File: config.mk
export PLATFORM = sky130hd
export DESIGN_NAME = spi4_cmd_rx
export DESIGN_NICKNAME = d
export VERILOG_FILES = /design/src/rtl/spi4rx_pkg.sv /design/src/rtl/spi4rx_sync.sv /design/src/rtl/spi4rx_framer.sv /design/src/rtl/spi4rx_readback.sv /design/src/rtl/spi4_cmd_rx.sv
export SDC_FILE = /design/constraint.sdc
export NUM_CORES = 1
export LEC_CHECK = 0
export ABC_CLOCK_PERIOD_IN_PS = 2790
export BUFFER_PORTS_ARGS = -buffer_cell sky130_fd_sc_hd__clkbuf_2
export CORE_ASPECT_RATIO = 1.25
export CORE_MARGIN = 8
export CORE_UTILIZATION = 55
export DETAILED_ROUTE_END_ITERATION = 7
export HOLD_SLACK_MARGIN = 0.02
export PLACE_DENSITY = 0.77
export SYNTH_ARGS = -nofsm -noshare
export SYNTH_HDL_FRONTEND = slang
export SYNTH_HIERARCHICAL = 1
export SYNTH_SLANG_ARGS = --single-unit
File: constraint.sdc
create_clock -name clk -period 2.79 [get_ports clk]
set_input_delay 0.279 -clock clk [delete_from_list [all_inputs] [get_ports clk]]
set_output_delay 0.279 -clock clk [all_outputs]
set_load 0.1 [all_outputs]
File: src/rtl/spi4rx_pkg.sv
package spi4rx_pkg;
  localparam int BYTE_W = 8;
  localparam int CNT_W  = $clog2(BYTE_W);

  typedef struct packed {
    logic [BYTE_W-1:0] value;
    logic              is_data;
  } rx_item_t;

  function automatic logic [BYTE_W-1:0] shift_msb_first(
    input logic [BYTE_W-1:0] cur, input logic bit_in);
    return {cur[BYTE_W-2:0], bit_in};
  endfunction

  function automatic logic is_last_pos(input logic [CNT_W-1:0] pos);
    return pos == CNT_W'(BYTE_W - 1);
  endfunction

  function automatic logic is_readback_cmd(
    input rx_item_t item, input logic [BYTE_W-1:0] opcode);
    return (!item.is_data) && (item.value == opcode);
  endfunction
endpackage

File: src/rtl/spi4rx_sync.sv
module spi4rx_sync #(
  parameter int WIDTH   = 4,
  parameter int STAGES  = 2,
  parameter logic [WIDTH-1:0] RST_VAL = '0
) (
  input  logic             clk,
  input  logic             rst_n,
  input  logic [WIDTH-1:0] d,
  output logic [WIDTH-1:0] q
);
  logic [WIDTH-1:0] stage_q [STAGES];

  generate
    for (genvar s = 0; s < STAGES; s++) begin : g_stage
      if (s == 0) begin : g_first
        always_ff @(posedge clk or negedge rst_n) begin
          if (!rst_n) stage_q[s] <= RST_VAL;
          else        stage_q[s] <= d;
        end
      end else begin : g_next
        always_ff @(posedge clk or negedge rst_n) begin
          if (!rst_n) stage_q[s] <= RST_VAL;
          else        stage_q[s] <= stage_q[s-1];
        end
      end
    end
  endgenerate

  assign q = stage_q[STAGES-1];
endmodule

File: src/rtl/spi4rx_framer.sv
module spi4rx_framer
  import spi4rx_pkg::*;
(
  input  logic              clk,
  input  logic              rst_n,
  input  logic              cs_high,
  input  logic              sclk_s,
  input  logic              sdin_s,
  input  logic              dc_s,
  input  logic              hold,
  output logic              sclk_rise,
  output logic              byte_done,
  output rx_item_t          done_item,
  output logic [CNT_W-1:0]  bit_pos,
  output rx_item_t          out_item,
  output logic              out_valid
);
  logic              sclk_d;
  logic [BYTE_W-1:0] shreg;

  assign sclk_rise = sclk_s && !sclk_d;
  assign byte_done = sclk_rise && !cs_high && !hold && is_last_pos(bit_pos);
  assign done_item.value   = shift_msb_first(shreg, sdin_s);
  assign done_item.is_data = dc_s;

  always_ff @(posedge clk or negedge rst_n) begin
    if (!rst_n) sclk_d <= 1'b0;
    else        sclk_d <= sclk_s;
  end

  always_ff @(posedge clk or negedge rst_n) begin
    if (!rst_n) begin
      shreg   <= '0;
      bit_pos <= '0;
    end else if (cs_high) begin
      shreg   <= '0;
      bit_pos <= '0;
    end else if (sclk_rise && !hold) begin
      shreg   <= shift_msb_first(shreg, sdin_s);
      bit_pos <= bit_pos + CNT_W'(1);
    end
  end

  always_ff @(posedge clk or negedge rst_n) begin
    if (!rst_n) begin
      out_item  <= '0;
      out_valid <= 1'b0;
    end else begin
      out_valid <= byte_done;
      if (byte_done) out_item <= done_item;
    end
  end
endmodule

File: src/rtl/spi4rx_readback.sv
module spi4rx_readback
  import spi4rx_pkg::*;
#(
  parameter logic [BYTE_W-1:0] RD_OPCODE = 8'hD8
) (
  input  logic              clk,
  input  logic              rst_n,
  input  logic              cs_high,
  input  logic              sclk_rise,
  input  logic              byte_done,
  input  rx_item_t          done_item,
  input  logic [BYTE_W-1:0] status_in,
  output logic              rd_start,
  output logic              rd_active,
  output logic              sdo,
  output logic              sdo_en
);
  logic [BYTE_W-1:0] out_sh;
  logic [CNT_W-1:0]  rd_pos;

  assign rd_start = byte_done && !rd_active && is_readback_cmd(done_item, RD_OPCODE);
  assign sdo      = out_sh[BYTE_W-1];
  assign sdo_en   = rd_active;

  always_ff @(posedge clk or negedge rst_n) begin
    if (!rst_n) begin
      rd_active <= 1'b0;
      out_sh    <= '0;
      rd_pos    <= '0;
    end else if (cs_high) begin
      rd_active <= 1'b0;
      out_sh    <= '0;
      rd_pos    <= '0;
    end else if (rd_start) begin
      rd_active <= 1'b1;
      out_sh    <= status_in;
      rd_pos    <= '0;
    end else if (rd_active && sclk_rise) begin
      out_sh <= shift_msb_first(out_sh, 1'b0);
      rd_pos <= rd_pos + CNT_W'(1);
      if (is_last_pos(rd_pos)) rd_active <= 1'b0;
    end
  end
endmodule

File: src/rtl/spi4_cmd_rx.sv
module spi4_cmd_rx
  import spi4rx_pkg::*;
#(
  parameter int SYNC_STAGES = 2,
  parameter logic [BYTE_W-1:0] RD_OPCODE = 8'hD8
) (
  input  logic              clk,
  input  logic              rst_n,
  input  logic              cs_n,
  input  logic              sclk,
  input  logic              sdin,
  input  logic              dc,
  input  logic [BYTE_W-1:0] status_in,
  output logic [BYTE_W-1:0] rx_byte,
  output logic              rx_is_data,
  output logic              rx_valid,
  output logic              sdo,
  output logic              sdo_en
);
  localparam int NLINES = 4;
  localparam logic [NLINES-1:0] LINE_RST = 4'b1000;

  logic [NLINES-1:0] raw_lines;
  logic [NLINES-1:0] sync_lines;
  logic              w_cs_high;
  logic              w_sclk_s;
  logic              w_sdin_s;
  logic              w_dc_s;
  logic              w_sclk_rise;
  logic              w_byte_done;
  logic              w_rd_start;
  logic              w_rd_active;
  logic [CNT_W-1:0]  w_bit_pos;
  rx_item_t          w_done_item;
  rx_item_t          w_out_item;

  assign raw_lines = {cs_n, sclk, sdin, dc};
  assign {w_cs_high, w_sclk_s, w_sdin_s, w_dc_s} = sync_lines;

  spi4rx_sync #(
    .WIDTH(NLINES), .STAGES(SYNC_STAGES), .RST_VAL(LINE_RST)
  ) u_sync (
    .clk(clk), .rst_n(rst_n), .d(raw_lines), .q(sync_lines)
  );

  spi4rx_framer u_framer (
    .clk(clk), .rst_n(rst_n), .cs_high(w_cs_high),
    .sclk_s(w_sclk_s), .sdin_s(w_sdin_s), .dc_s(w_dc_s),
    .hold(w_rd_active), .sclk_rise(w_sclk_rise),
    .byte_done(w_byte_done), .done_item(w_done_item),
    .bit_pos(w_bit_pos), .out_item(w_out_item), .out_valid(rx_valid)
  );

  spi4rx_readback #(.RD_OPCODE(RD_OPCODE)) u_readback (
    .clk(clk), .rst_n(rst_n), .cs_high(w_cs_high),
    .sclk_rise(w_sclk_rise), .byte_done(w_byte_done),
    .done_item(w_done_item), .status_in(status_in),
    .rd_start(w_rd_start), .rd_active(w_rd_active),
    .sdo(sdo), .sdo_en(sdo_en)
  );

  assign rx_byte    = w_out_item.value;
  assign rx_is_data = w_out_item.is_data;
endmodule

==> impl_metrics.tcl <==
set metrics [dict create \
    outcome "complete, no violations" \
    antenna_found_initial 0 \
    p_leak_nw 1.05 \
    ys_seq_area_frac 0.552 \
    ctsResizeCount 0 \
    grt.overflow.total 0 \
    ys_types 29 \
    row_count 23 \
    period_needed_ps 2160 \
    grt_pass1_vias 1160 \
    drive_gt1_frac 0.311 \
    layout.nets 181 \
    final-hold-violation-count 0 \
    fin_crit_sh 0.775 \
    finalWeightedCongestion 0.759 \
    numCtsBuffers 5 \
    dr.pass1.iters 4 \
    drt_wl_total_mm 3.29 \
    cp-startpoint "u_readback/rd_active$_DFFE_PN0P_" \
    ios 26 \
    diodes 0 \
    setup_viol 0 \
    path_class "flop to flop" \
    grt_max_degree 42 \
    track_usage 0.132 \
    r2r_start "u_readback/rd_active$_DFFE_PN0P_" \
    cts.clk_slew.worst_paths_ps 70 \
    syn2layout_area_growth_pct 11.1 \
    core_um2 3220 \
    syn_avg_cell_area_um2 13.0 \
    num_vias 1122 \
    ctsRootBufferMaster "clkbuf_8" \
    fp.dieW_um 68.1 \
    wl_per_cell_um 16.3 \
    synthesis.area_um2 1860 \
    synth_top_area_cell "dfrtp_1" \
    relSlewSlack 0.348 \
    numPortBuffers 25 \
    cts.sinks 41 \
    fin_hold_ws_ps 64.9 \
    grt_pass1_wl_mm 5.55 \
    design_area_um2 2070 \
    die_h_um 81.1 \
    tns_ps 0 \
    cts_hold_buf 0 \
    drv_cap 0 \
    cts_tree "built" \
    cp.required_ps 3000 \
    insertion_delay_ps 290 \
    ys_ff_latch 41 \
    initial_core_util 0.578 \
    finalClockSkew_ps 3.98 \
    drt-met1-wl_mm 1.43 \
    route.antenna.remaining_nets 0 \
    rsz0062_at_grt "false" \
    synth_area_leaders "dfrtp_1, mux2i_1, mux2_4" \
    min_from "cs_n" \
    ir_drop_v 0.000457 \
    fin_util 0.643 \
    end_kind "flop" \
    clock.fmax_mhz 463 \
    crit_fanout 10 \
    dieArea_um2 5520 \
    viasPerCell 5.58 \
    worstSetupStartpointType "flop" \
    synth_top_area_frac 0.523 \
    place_area_um2 1950 \
    syn_nets 161 \
    synth_cells 143 \
    drc_errors 0 \
    cellPowerDensity_nw_per_um2 552 \
    arrival_ps 2380 \
    worst_pin_slew_ps 977 \
    dr_wl_met3_um 147 \
    h-tree-depth 2 \
    final.fill_count 248 \
    met2WireLength_mm 1.67 \
    route.top_layer_used "met4" \
    cts_buffer_depth 2 \
    drt_iter0_drc 42 \
    hpwlAfterDp_mm 2.32 \
    cts_setup_buffers 0 \
    yosys_warnings 6 \
    report.final.slew_viol_count 0 \
    holdCritPathClass "primary input to flop" \
]
## worst max-delay path, stage by stage, from the launching register on
cell      delay [ps]
dfrtp_1          480
nor3b_2          230
nand3b_1         120
buf_4            210
inv_1             90
nor3b_4          360
and3_1           390
mux2i_1          220
## per-layer routing
layer  up-vias  GRT usage
met5         -          0
met1       563      0.152
met3         5     0.0426
li1        531          -
met2        23      0.219
met4         0     0.0554
## where the power goes
group	leakage, nW	switching, mW	internal [mW]
sequential	0.549	0.00702	0.604
combinational	0.443	0.0277	0.0183
clock	0.0574	0.196	0.291
total	1.05	0.231	0.913
## cells in the final DEF, fill, tap and decap left out, types with 2 or more instances in the layout
| cell type | n |
|---|---|
| xnor2_1 | 2 |
| nor2_1 | 10 |
| nand4_1 | 7 |
| o31ai_1 | 6 |
| nor3_1 | 3 |
| mux2i_1 | 18 |
| dfrtp_1 | 39 |
| dfstp_2 | 2 |
| mux2_4 | 9 |
| a21oi_1 | 2 |
| inv_1 | 3 |
| nor2b_1 | 8 |
| clkbuf_8 | 6 |
| nand2_1 | 3 |
| ha_1 | 4 |
| clkbuf_2 | 25 |
| buf_4 | 4 |
## cells in the mapped netlist, drive strengths merged
master and instances:
a21oi 2, mux2i 18, a211o 1, o31ai 6, nor4bb 2, and2 1, clkbuf 3, nor3 3
o41ai 1, ha 4, nand4 7, inv 3, nor2b 8, nand3b 1, nand3 1, nor3b 2
nor2 10, dfrtp 39, and3 1, nand2 3, nand2b 1, xnor2 2, dfstp 2, buf 13
mux2 9
## per-stage QoR
stage / std cells / setup slack [ps] / power [mW]
global placement: 193 / 811 / 0.668
floorplan: 143 / 959 / 0.650
detailed placement: 193 / 681 / 0.670
finish: 201 / 629 / 1.14
CTS: 201 / 620 / 1.16
global route: 201 / 482 / 1.19
## logic make-up (layout without fill, tap and decap cells)
logic type               after synthesis  in the layout  share of synthesized area
multiplexers                          27             27                      0.169
XOR/XNOR                               2              2                    0.00940
flip-flops                            41             41                      0.552
adder cells (fa/ha/maj)                4              4                     0.0268
buffers and inverters                 19             40                     0.0671
AO/OA/AOI/OAI                         10             10                     0.0389
AND/OR/NAND/NOR                       40             40                      0.137
## path summary, 6_finish.rpt
| check | end | slack (ps) | cells past startpoint |
|---|---|---|---|
| setup / recovery | u_readback/out_sh[1]$_DFFE_PN0P_ | 630 | 7 |
| hold / removal | u_sync/stage_q[7]$_DFF_PN1_ | 60 | 1 |
| setup reg to reg | u_readback/out_sh[1]$_DFFE_PN0P_ | 630 | 7 |
| hold reg to reg | u_sync/q[2]$_DFF_PN0_ | 350 | 0 |
| max in group asynchronous | u_readback/out_sh[5]$_DFFE_PN0P_ | 2050 | 1 |
| min in group asynchronous | u_readback/out_sh[6]$_DFFE_PN0P_ | 140 | 1 |
## final cells by class
class | count | area, µm² | share of cell area
clock buffers | 6 | 82.6 | 0.0399
well taps | 37 | 46.3 | 0.0223
clock inverters | 2 | 37.5 | 0.0181
repair buffers | 29 | 155 | 0.0749
flip-flops and latches | 41 | 1030 | 0.496
multi-input cells | 83 | 711 | 0.343
inverters | 3 | 11.3 | 0.00543
## state kept, by name (all words and copies together) (netlist names)
signal                cells
u_framer/shreg            7
u_sync/q                  4
u_framer/bit_pos          3
u_framer/out_valid        1
u_framer/out_item         9
u_readback/rd_active      1
u_sync/stage_q            4
u_readback/out_sh         8
u_readback/rd_pos         3
u_framer/sclk_d           1
Power figures use the tool's default switching activity.
